==> src/rtl/fev_pkg.sv <==
package fev_pkg;

    localparam int DW    = 16;
    localparam int NWAIT = 9;

    // Index of each wait value inside the packed wait vector
    localparam int WI_SWE_ON  = 0;
    localparam int WI_ESU_ON  = 1;
    localparam int WI_ERASE   = 2;
    localparam int WI_ERS_OFF = 3;
    localparam int WI_ESU_OFF = 4;
    localparam int WI_EV_ON   = 5;
    localparam int WI_READ    = 6;
    localparam int WI_EV_OFF  = 7;
    localparam int WI_SWE_OFF = 8;

    // Each phase names the wait that follows a control change
    typedef enum logic [3:0] {
        PH_IDLE,
        PH_SWE,
        PH_ESU,
        PH_ERS,
        PH_ECLR,
        PH_ESUCLR,
        PH_EV,
        PH_DWR,
        PH_EVCLR,
        PH_SWECLR
    } phase_e;

    typedef struct packed {
        logic swe;
        logic esu;
        logic ers;
        logic ev;
        logic wdt;
    } ctl_t;

    localparam ctl_t CTL_OFF = '0;

    function automatic logic word_blank(input logic [DW-1:0] w);
        return &w;
    endfunction

endpackage

==> src/rtl/fev_timer.sv <==
module fev_timer #(
    parameter int CW = 16
) (
    input  logic          clk,
    input  logic          rst,
    input  logic          ld,
    input  logic [CW-1:0] val,
    output logic          tick
);
    logic [CW-1:0] cnt;

    always_ff @(posedge clk) begin
        if (rst)
            cnt <= '0;
        else if (ld)
            cnt <= val;
        else if (cnt != '0)
            cnt <= cnt - 1'b1;
    end

    assign tick = (cnt <= CW'(1));
endmodule

==> src/rtl/fev_blkmap.sv <==
module fev_blkmap #(
    parameter int NBLK = 8,
    parameter int BLKW = 8,
    parameter int AW   = 6
) (
    input  logic [NBLK-1:0] sel,
    output logic [AW-1:0]   base,
    output logic [AW-1:0]   last
);
    logic [AW-1:0] idx;

    always_comb begin
        idx = '0;
        for (int i = 0; i < NBLK; i++)
            if (sel[i]) idx = AW'(i);
        base = idx * AW'(BLKW);
        last = base + AW'(BLKW - 1);
    end
endmodule

==> src/rtl/fev_fsm.sv <==
module fev_fsm
    import fev_pkg::*;
#(
    parameter int NBLK = 8,
    parameter int AW   = 6,
    parameter int CW   = 16,
    parameter int TW   = 8
) (
    input  logic                       clk,
    input  logic                       rst,
    input  logic                       start,
    input  logic [NBLK-1:0]            blk_sel,
    input  logic [NWAIT-1:0][CW-1:0]   waits,
    input  logic [TW-1:0]              try_limit,
    input  logic [DW-1:0]              rdata,
    input  logic                       tick,
    input  logic [AW-1:0]              base,
    input  logic [AW-1:0]              last,
    output logic                       ld,
    output logic [CW-1:0]              ld_val,
    output logic [NBLK-1:0]            sel_q,
    output ctl_t                       ctl,
    output logic [NBLK-1:0]            blk_en,
    output logic [AW-1:0]              addr,
    output logic                       wr,
    output logic                       rd,
    output logic                       busy,
    output logic                       done,
    output logic                       fail,
    output logic                       sel_err,
    output logic                       st_done,
    output logic                       st_fail,
    output logic                       st_selerr
);
    phase_e          ph, ph_n;
    ctl_t            ctl_n;
    logic [NBLK-1:0] sel_n;
    logic [AW-1:0]   addr_n;
    logic [TW-1:0]   tries, tries_n;
    logic            pass, pass_n, blk_on, blk_on_n;
    logic            wr_n, done_n, fail_n, err_n;
    logic            std_n, stf_n, ste_n;

    always_comb begin
        ph_n = ph; ctl_n = ctl; sel_n = sel_q; addr_n = addr;
        tries_n = tries; pass_n = pass; blk_on_n = blk_on;
        wr_n = 1'b0; done_n = 1'b0; fail_n = 1'b0; err_n = 1'b0;
        std_n = st_done; stf_n = st_fail; ste_n = st_selerr;
        ld = 1'b0; ld_val = '0; rd = 1'b0;
        unique case (ph)
            PH_IDLE: if (start) begin
                std_n = 1'b0; stf_n = 1'b0; ste_n = 1'b0;
                if ($countones(blk_sel) == 1) begin
                    ph_n = PH_SWE; ctl_n.swe = 1'b1; sel_n = blk_sel;
                    tries_n = TW'(1); pass_n = 1'b0;
                    ld = 1'b1; ld_val = waits[WI_SWE_ON];
                end else begin
                    err_n = 1'b1; ste_n = 1'b1;
                end
            end
            PH_SWE: if (tick) begin
                ph_n = PH_ESU; blk_on_n = 1'b1; ctl_n.esu = 1'b1; ctl_n.wdt = 1'b1;
                ld = 1'b1; ld_val = waits[WI_ESU_ON];
            end
            PH_ESU: if (tick) begin
                ph_n = PH_ERS; ctl_n.ers = 1'b1;
                ld = 1'b1; ld_val = waits[WI_ERASE];
            end
            PH_ERS: if (tick) begin
                ph_n = PH_ECLR; ctl_n.ers = 1'b0;
                ld = 1'b1; ld_val = waits[WI_ERS_OFF];
            end
            PH_ECLR: if (tick) begin
                ph_n = PH_ESUCLR; ctl_n.esu = 1'b0; ctl_n.wdt = 1'b0;
                ld = 1'b1; ld_val = waits[WI_ESU_OFF];
            end
            PH_ESUCLR: if (tick) begin
                ph_n = PH_EV; ctl_n.ev = 1'b1; addr_n = base;
                ld = 1'b1; ld_val = waits[WI_EV_ON];
            end
            PH_EV: if (tick) begin
                ph_n = PH_DWR; wr_n = 1'b1;
                ld = 1'b1; ld_val = waits[WI_READ];
            end
            PH_DWR: if (tick) begin
                rd = 1'b1;
                if (!word_blank(rdata) || addr == last) begin
                    ph_n = PH_EVCLR; ctl_n.ev = 1'b0; pass_n = word_blank(rdata);
                    ld = 1'b1; ld_val = waits[WI_EV_OFF];
                end else begin
                    addr_n = addr + 1'b1; wr_n = 1'b1;
                    ld = 1'b1; ld_val = waits[WI_READ];
                end
            end
            PH_EVCLR: if (tick) begin
                if (pass || tries >= try_limit) begin
                    ph_n = PH_SWECLR; ctl_n.swe = 1'b0; blk_on_n = 1'b0;
                    ld = 1'b1; ld_val = waits[WI_SWE_OFF];
                end else begin
                    ph_n = PH_ESU; tries_n = tries + 1'b1;
                    ctl_n.esu = 1'b1; ctl_n.wdt = 1'b1;
                    ld = 1'b1; ld_val = waits[WI_ESU_ON];
                end
            end
            PH_SWECLR: if (tick) begin
                ph_n = PH_IDLE; done_n = pass; fail_n = !pass;
                std_n = pass; stf_n = !pass;
            end
            default: ph_n = PH_IDLE;
        endcase
    end

    always_ff @(posedge clk) begin
        if (rst) begin
            ph <= PH_IDLE; ctl <= CTL_OFF; sel_q <= '0; addr <= '0;
            tries <= '0; pass <= 1'b0; blk_on <= 1'b0;
            wr <= 1'b0; done <= 1'b0; fail <= 1'b0; sel_err <= 1'b0;
            st_done <= 1'b0; st_fail <= 1'b0; st_selerr <= 1'b0;
        end else begin
            ph <= ph_n; ctl <= ctl_n; sel_q <= sel_n; addr <= addr_n;
            tries <= tries_n; pass <= pass_n; blk_on <= blk_on_n;
            wr <= wr_n; done <= done_n; fail <= fail_n; sel_err <= err_n;
            st_done <= std_n; st_fail <= stf_n; st_selerr <= ste_n;
        end
    end

    assign blk_en = blk_on ? sel_q : '0;
    assign busy   = (ph != PH_IDLE);
endmodule

==> src/rtl/fev_seq.sv <==
module fev_seq
    import fev_pkg::*;
#(
    parameter int NBLK = 8,
    parameter int BLKW = 8,
    parameter int CW   = 16,
    parameter int TW   = 8,
    parameter int AW   = $clog2(NBLK * BLKW)
) (
    input  logic            clk,
    input  logic            rst,
    input  logic            start,
    input  logic [NBLK-1:0] blk_sel,
    input  logic [CW-1:0]   w_swe_on,
    input  logic [CW-1:0]   w_esu_on,
    input  logic [CW-1:0]   w_erase,
    input  logic [CW-1:0]   w_ers_off,
    input  logic [CW-1:0]   w_esu_off,
    input  logic [CW-1:0]   w_ev_on,
    input  logic [CW-1:0]   w_read,
    input  logic [CW-1:0]   w_ev_off,
    input  logic [CW-1:0]   w_swe_off,
    input  logic [TW-1:0]   try_limit,
    input  logic [15:0]     rdata,
    output logic            ctl_swe,
    output logic            ctl_esu,
    output logic            ctl_ers,
    output logic            ctl_ev,
    output logic            wdt_en,
    output logic [NBLK-1:0] blk_en,
    output logic [AW-1:0]   addr,
    output logic            wr,
    output logic [15:0]     wdata,
    output logic            rd,
    output logic            busy,
    output logic            done,
    output logic            fail,
    output logic            sel_err,
    output logic            st_done,
    output logic            st_fail,
    output logic            st_selerr
);
    logic [NWAIT-1:0][CW-1:0] waits;
    logic                     tick, ld;
    logic [CW-1:0]            ld_val;
    logic [NBLK-1:0]          sel_q;
    logic [AW-1:0]            base, last;
    ctl_t                     ctl;

    always_comb begin
        waits[WI_SWE_ON]  = w_swe_on;
        waits[WI_ESU_ON]  = w_esu_on;
        waits[WI_ERASE]   = w_erase;
        waits[WI_ERS_OFF] = w_ers_off;
        waits[WI_ESU_OFF] = w_esu_off;
        waits[WI_EV_ON]   = w_ev_on;
        waits[WI_READ]    = w_read;
        waits[WI_EV_OFF]  = w_ev_off;
        waits[WI_SWE_OFF] = w_swe_off;
    end

    fev_timer #(.CW(CW)) u_tmr (
        .clk(clk), .rst(rst), .ld(ld), .val(ld_val), .tick(tick)
    );

    fev_blkmap #(.NBLK(NBLK), .BLKW(BLKW), .AW(AW)) u_map (
        .sel(sel_q), .base(base), .last(last)
    );

    fev_fsm #(.NBLK(NBLK), .AW(AW), .CW(CW), .TW(TW)) u_fsm (
        .clk(clk), .rst(rst), .start(start), .blk_sel(blk_sel),
        .waits(waits), .try_limit(try_limit), .rdata(rdata),
        .tick(tick), .base(base), .last(last),
        .ld(ld), .ld_val(ld_val), .sel_q(sel_q), .ctl(ctl),
        .blk_en(blk_en), .addr(addr), .wr(wr), .rd(rd), .busy(busy),
        .done(done), .fail(fail), .sel_err(sel_err),
        .st_done(st_done), .st_fail(st_fail), .st_selerr(st_selerr)
    );

    assign ctl_swe = ctl.swe;
    assign ctl_esu = ctl.esu;
    assign ctl_ers = ctl.ers;
    assign ctl_ev  = ctl.ev;
    assign wdt_en  = ctl.wdt;
    assign wdata   = '1;
endmodule

==> config.mk <==
export PLATFORM = sky130hd
export DESIGN_NAME = fev_seq
export DESIGN_NICKNAME = d
export VERILOG_FILES = /design/src/rtl/fev_pkg.sv /design/src/rtl/fev_timer.sv /design/src/rtl/fev_blkmap.sv /design/src/rtl/fev_fsm.sv /design/src/rtl/fev_seq.sv
export SDC_FILE = /design/constraint.sdc
export NUM_CORES = 1
export LEC_CHECK = 0
export BUFFER_PORTS_ARGS = -buffer_cell sky130_fd_sc_hd__buf_4
export CAP_MARGIN = 20
export CORE_ASPECT_RATIO = 0.5
export CORE_MARGIN = 1
export CORE_UTILIZATION = 48
export DETAILED_ROUTE_END_ITERATION = 10
export MAX_ROUTING_LAYER = met4
export PLACE_DENSITY = 0.81
export REMOVE_ABC_BUFFERS = 1
export SETUP_SLACK_MARGIN = 0.5
export SLEW_MARGIN = 0
export SYNTH_ARGS = -nofsm -noshare
export SYNTH_HDL_FRONTEND = slang
export SYNTH_SLANG_ARGS = --single-unit
export TNS_END_PERCENT = 1
==> constraint.sdc <==
create_clock -name clk -period 6.04 [get_ports clk]
set_clock_uncertainty 0.2 [all_clocks]
set_input_delay 1.208 -clock clk [delete_from_list [all_inputs] [get_ports clk]]
set_output_delay 1.208 -clock clk [all_outputs]
set_load 0.02 [all_outputs]
==> results.txt, run 1 <==
GRT met3 Usage -> 6.96%
Root buf cell -> clkbuf_16
Final Hold Viols -> 0
Hpwl dp -> 13.9 mm
Ys async rst share -> 0%
Type of the worst setup path -> primary input to register
Setup_tns -> 0 ns
Drt first pass iters -> 6
Syn Std Cell Area -> 4870 um2
Critical Path Source -> blk_sel[0]
Slew Viols, Final -> 0
Clock-pin slew on the worst setup and hold paths -> 0.08 ns
Count of clock tree sinks -> 55
Nets -> 1025
Cell taking the most area after synthesis -> dfxtp_1
I/O pins -> 223
Global-route wire length before repair -> 27.2 mm
DR DRC count -> 0
Synth top area share -> 22.6%
Area Overhead vs Synth -> 35.7%
Pin count of the biggest net entering global routing -> 39
Yosys cell types -> 73
Clock Latency Late Sink -> 0.31 ns
Pleak -> 0.00275 uW
CTS tree -> built
Hold path cells -> 2
Setup WS pre-CTS -> 0.406 ns
Register area -> 1100 um2
Yosys warning count -> 0
Total congestion overflow -> 0
Top post-synthesis cells by count -> 72 x nand2_1, 62 x a21oi_1, 55 x dfxtp_1
CP Capture Type -> register
Global Route met2 Usage -> 52.3%
Top cells by area, synth -> dfxtp_1 23%, a21oi_1 6.4%, mux2i_1 5.8%
Worst path arrival time -> 5.33 ns
Worst Hold Class -> register to register
RSZ-0062 raised after global routing -> no
Clk buf depth -> 2
FF-to-FF setup slack -> 2.21 ns
Sequential area share after synthesis -> 22.6%
Required time of the critical path -> 6.08 ns
H-Tree Depth -> 2
Reg-to-reg endpoint -> u_tmr.cnt[14]
Drt wl/cell -> 18.7 um
Overall global routing resource usage -> 34.7%
IO Port Bufs -> 206
Maximum net fanout on the critical path -> 20
Gr busiest metal -> met2
Initial drt markers -> 592
Crit-path cells -> buf_4, ha_1, fa_1, inv_1, fa_1, inv_1, ha_1, inv_1, fa_1, and4b_1, and3_1, buf_4, a22oi_1, o211ai_1, a211oi_1, a21oi_1
Post-synth top flop -> dfxtp_1
Die width -> 144 um
Cell with the most instances after synthesis -> nand2_1
Slowest-stage cell, CP -> and3_1
Min-Delay Startpoint -> u_fsm.sel_q[0]
Period utilization -> 87.6%
Layout cells sized above 1 -> 30.8%
Power per cell area -> 302 nW/um2
Die area -> 10600 um2
CP peak stage delay -> 0.85 ns
Mapped Cells -> 636
Vias -> 5855
Post-DRT Antenna Nets -> 0
Ant diodes -> 0
Number of global-route vias before repair -> 5203
Post-synth EDFFs -> 0
Slew HR -> 25.4%
Fmax -> 0.189 GHz
Die Ht -> 73.2 um
Cts bufs inserted -> 5
Worst Max-Slew Pin Slew -> 1.11 ns
Syn avg cell area -> 7.65 um2
FP Rows -> 25
Crit path time final -> 5.29 ns
End of the worst hold path -> u_fsm.sel_q[0]
Via density -> 6.10
Worst r2r src -> u_tmr.cnt[4]
Final worst slack -> 0.746 ns
Antenna violations before repair -> 0
Final Setup Violations -> 0
Worst VDD drop -> 0.229 mV
Count of hold-fix buffers inserted at cts -> 0
Max_cap viols -> 0
Starting Density -> 50.5%
Status -> finished clean
CP Launch Type -> primary input
Total Routed Length -> 18.0 mm
Grt met1 use -> 47.8%
Area of the multi-input gates -> 3450 um2
Reg2reg path depth -> 7
Worst hold slack -> 0.267 ns
RD Place Congestion -> 1.01
Core area -> 9630 um2
Layout fillers -> 822
Yosys reg bits -> 55
-- through the flow --
| step | power, uW | area [um2] | utilization (%) | cells |
|---|---|---|---|---|
| 5_1_grt | 2120 | 6600 | 68.5 | 960 |
| 3_3_place_gp | 1630 | 6430 | 66.7 | 949 |
| 3_5_place_dp | 1650 | 6430 | 66.7 | 949 |
| 2_1_floorplan | 1260 | 4640 | - | 600 |
| 6_report | 2000 | 6600 | 68.5 | 960 |
| 4_1_cts | 1950 | 6580 | 68.3 | 957 |
-- worst max path at each step --
stage | to | slack (ns) | cells past startpoint
after floorplan | u_tmr.cnt[7] | 0.78 | 14
after global placement | u_tmr.cnt[10] | 0.54 | 16
after detailed placement | u_tmr.cnt[10] | 0.41 | 16
after CTS | u_tmr.cnt[10] | 0.71 | 16
after global routing | u_tmr.cnt[2] | 0.64 | 16
final | u_tmr.cnt[3] | 0.75 | 16
-- sequential cells by signal, summed over array words and instances, names as in the netlist, 4 cells and up --
signal	flops
u_fsm.sel_q	8
u_tmr.cnt	16
u_fsm.addr	6
u_fsm.ctl	4
u_fsm.tries	8
u_fsm.ph	4
-- per-layer routing --
layer / vias up / share of wire (%)
met2: 354 / 45
li1: 2719 / -
met3: 29 / 11
met5: - / 0
met4: 0 / 1.3
met1: 2753 / 43
-- cells by family (layout without fill, tap and decap cells) --
logic type                 Yosys count  count (layout)  synth area share [%]
AOI/OAI and AO/OA                  194             194                  27.4
xor gates and xnor gates            19              19                  3.42
adders and majority gates           22              22                  6.27
buffers and inverters               80             254                  8.10
DFF                                 55              55                  22.6
muxes                               36              36                  7.61
other                                1              16                0.0770
and+or+nand+nor                    229             229                  24.5
-- critical path, delay by kind of cell --
kind | cells | cell delay (ns)
AO/OA/AOI/OAI | 4 | 0.50
adder cells (fa/ha/maj) | 5 | 1.87
AND/OR/NAND/NOR | 2 | 1.17
buffers and inverters | 5 | 0.57
-- cell type report --
type                            instances  area share (%)
Inverter                               29            1.65
Sequential cell                        55            16.7
Timing Repair Buffer                  217            24.6
Tap cell                              135            2.56
Clock inverter                          3           0.379
Multi-Input combinational cell        516            52.2
Clock buffer                            5            1.90
-- cell usage in the layout (no fill, tap or decap), types with 5 or more instances in the layout --
cell and instances:
nor2b_1 7, a22oi_1 21, nand2_1 72, o21ai_1 8, xnor2_1 7, nand4_1 11, mux2_2 8, dfxtp_1 55
and3_1 6, a21oi_1 62, inv_1 29, nand2b_1 5, o22ai_1 13, and2_1 9, o31ai_1 6, buf_4 214
nor3_1 18, conb_1 16, xor2_1 12, nor4_1 11, nand3_1 21, clkbuf_16 5, ha_1 18, o21ai_0 18
mux2i_1 28, a222oi_1 7, a211oi_1 9, nor2_1 40, a31oi_1 8
-- power by group --
part | internal (uW) | leakage (uW) | switching (uW)
registers | 422 | 0.000447 | 101
clock network | 157 | 0.0000708 | 151
logic | 469 | 0.00224 | 697
total | 1050 | 0.00275 | 949
-- what timing repair did --
| action | in CTS | in global routing |
|---|---|---|
| setup endpoints to repair | 0 | 1 |
| resized for setup | 0 | 1 |
| setup buffers | 0 | 0 |
Note: power is estimated with default switching activity, not from simulation.
==> run 2, diff against run 1 <==
--- a/config.mk
+++ b/config.mk
@@ -7,12 +7,14 @@
 export LEC_CHECK = 0
 export BUFFER_PORTS_ARGS = -buffer_cell sky130_fd_sc_hd__buf_4
 export CAP_MARGIN = 20
+export CELL_PAD_IN_SITES_DETAIL_PLACEMENT = 1
+export CELL_PAD_IN_SITES_GLOBAL_PLACEMENT = 1
 export CORE_ASPECT_RATIO = 0.5
 export CORE_MARGIN = 1
-export CORE_UTILIZATION = 48
+export CORE_UTILIZATION = 33
 export DETAILED_ROUTE_END_ITERATION = 10
 export MAX_ROUTING_LAYER = met4
-export PLACE_DENSITY = 0.81
+export PLACE_DENSITY = 0.8
 export REMOVE_ABC_BUFFERS = 1
 export SETUP_SLACK_MARGIN = 0.5
 export SLEW_MARGIN = 0
==> constraint.sdc (replaced) <==
create_clock -name clk -period 5.54 [get_ports clk]
set_clock_uncertainty 0.2 [all_clocks]
set_input_delay 1.108 -clock clk [delete_from_list [all_inputs] [get_ports clk]]
set_output_delay 1.108 -clock clk [all_outputs]
set_load 0.02 [all_outputs]
==> run 2 against run 1 <==
Compared with the run above: highest routed layer unchanged; largest power group unchanged; critical path type unchanged; die area up 44%; sequential power up 7.3%; clock power rose by 13%.
==> results.txt, run 2 (synthesis gave the netlist of run 1 again) <==
Area Overhead vs Synth -> 37.6%
Commonest non-fill, non-tap cell in the layout -> buf_4
Clock Latency Late Sink -> 0.31 ns (about the same)
RD Place Congestion -> 0.924 (-8.5%)
Placed Cells -> 1010 (+6.4%)
Worst hold slack -> 0.270 ns (+0.00326 ns)
Clk buf depth -> 2 (unchanged)
H-Tree Depth -> 2 (unchanged)
Slew HR -> 25.0% (-0.39 points)
Cts bufs inserted -> 5 (unchanged)
Final Hold Viols -> 0 (unchanged)
End of the worst hold path -> u_fsm.sel_q[0]
Critical Path Source -> blk_sel[0]
Core area -> 14000 um2 (+45%)
Nets -> 1027 (+0.20%)
Min-Delay Startpoint -> u_fsm.sel_q[0]
Final Setup Violations -> 0 (unchanged)
Reg-to-reg endpoint -> u_tmr.cnt[5]
CP Launch Type -> primary input
Worst r2r src -> u_tmr.cnt[11]
Util after Layout -> 48.0% (-21 points)
Number of global-route vias before repair -> 6036 (+16%)
Maximum net fanout on the critical path -> 13 (-35%)
Fmax -> 0.202 GHz
Count of clock tree sinks -> 55 (unchanged)
Hold path cells -> 2 (unchanged)
Worst Max-Slew Pin Slew -> 1.12 ns (+0.00588 ns)
Drt wl/cell -> 20.7 um (+11%)
Clock-pin slew on the worst setup and hold paths -> 0.08 ns (about the same)
Worst path arrival time -> 4.92 ns (-0.41 ns)
Most frequent cells in the layout -> 218 x buf_4, 72 x nand2_1, 62 x a21oi_1
IO Port Bufs -> 206 (unchanged)
Global-route wire length before repair -> 32.6 mm (+20%)
Status -> finished clean
Final std cells w/o fill -> 1019 (+6.1%)
Max_cap viols -> 0 (unchanged)
Die Ht -> 87.9 um (+20%)
Via density -> 5.78 (-5.2%)
Die area -> 15300 um2 (+44%)
Ant diodes -> 0 (unchanged)
Setup_tns -> 0 ns (unchanged)
Layout cells sized above 1 -> 31.2% (+0.41 points)
Worst VDD drop -> 0.180 mV (-21%)
Post-CTS setup buffers -> 0 (unchanged)
Biggest regs -> u_tmr.cnt: 16 flops, u_fsm.sel_q: 8 flops, u_fsm.tries: 8 flops
Vias -> 5890 (+0.60%)
Initial drt markers -> 492 (-17%)
Crit path time final -> 4.94 ns
Reg2reg path depth -> 7 (unchanged)
Post-DRT Antenna Nets -> 0 (unchanged)
Hpwl dp -> 16.6 mm (+19%)
Slew Viols, Final -> 0 (unchanged)
Root buf cell -> clkbuf_16
Type of the worst setup path -> primary input to register
Largest register FFs -> 16 (unchanged)
I/O pins -> 223 (unchanged)
FP Rows -> 30 (+20%)
Die width -> 174 um (+20%)
Total Routed Length -> 21.1 mm (+17%)
CTS tree -> built
Power per cell area -> 334 nW/um2 (+10%)
Pin count of the biggest net entering global routing -> 39 (unchanged)
Antenna violations before repair -> 0 (unchanged)
RSZ-0062 raised after global routing -> yes
Top reg by flops -> u_tmr.cnt
Required time of the critical path -> 5.52 ns (-0.56 ns)
Overall global routing resource usage -> 28.2% (-6.5 points)
Period utilization -> 89.2%
Starting Density -> 34.9% (-16 points)
CP Capture Type -> register
Pleak -> 0.00277 uW (+0.45%)
Layout fillers -> 1795 (+120%)
Drt first pass iters -> 5 (-1)
FF-to-FF setup slack -> 1.75 ns (-0.46 ns)
DR DRC count -> 0 (unchanged)
Worst Hold Class -> register to register
Total congestion overflow -> 0 (unchanged)
[run 2: cell count changes in the layout (fill, tap and decap cells not counted), sizes merged]
| cell | before | now |
|---|---|---|
| buf | 214 | 218 |
| clkbuf | 8 | 6 |
[run 2: worst max-delay path by stage]
| stage | end |
|---|---|
| final | u_tmr.cnt[5] |
| after global routing | u_tmr.cnt[5] |
| after CTS | u_tmr.cnt[5] |
| after detailed placement | u_tmr.cnt[5] |
| after global placement | u_tmr.cnt[0] |
| after floorplan | u_tmr.cnt[7] |
[run 2: repair_timing]
item / in CTS / in global routing
hold buffers: 0 / 0
resized for setup: 0 / 3
endpoints found under the setup margin: 0 / 12
[run 2: report_power, final]
group	switching (uW)	internal, uW
combinational	814	511
clock	176	174
sequential	101	460
[run 2: critical path: stages]
cell       delay, ns
buf_4           0.11
ha_1            0.21
fa_1            0.55
inv_1           0.06
fa_1            0.53
inv_1           0.05
ha_1            0.20
inv_1           0.06
fa_1            0.41
and4b_1         0.34
and3_2          0.39
buf_4           0.24
nand2_1         0.08
o31ai_1         0.07
a2111oi_0       0.39
a21oi_1         0.11
[run 2: area by class of cell]
cell class | count | area (um2) | area share [%]
multi-input cells | 516 | 3450 | 51.6
well taps | 192 | 240 | 3.59
clock buffers | 5 | 125 | 1.87
clock inverters | 3 | 27.5 | 0.411
inverters | 29 | 109 | 1.63
flip-flops and latches | 55 | 1100 | 16.4
repair buffers | 219 | 1640 | 24.5
[run 2: routing by layer]
| layer | vias up | share of wire (%) | GRT usage, % |
|---|---|---|---|
| met5 | - | 0 | - |
| met4 | 0 | 1.5 | 6.46 |
| met3 | 29 | 6.1 | 4.30 |
| met2 | 220 | 48 | 47.5 |
| met1 | 2919 | 45 | 35.9 |
| li1 | 2722 | - | - |
[run 2: stage by stage]
step / setup WS (ns) / total power (uW) / cell area, um2
2_1_floorplan: 0.379 / 1380 / 4640
3_3_place_gp: 0.411 / 1810 / 6530
3_5_place_dp: 0.212 / 1850 / 6530
4_1_cts: 0.534 / 2200 / 6680
5_1_grt: 0.461 / 2370 / 6700
6_report: 0.598 / 2240 / 6700
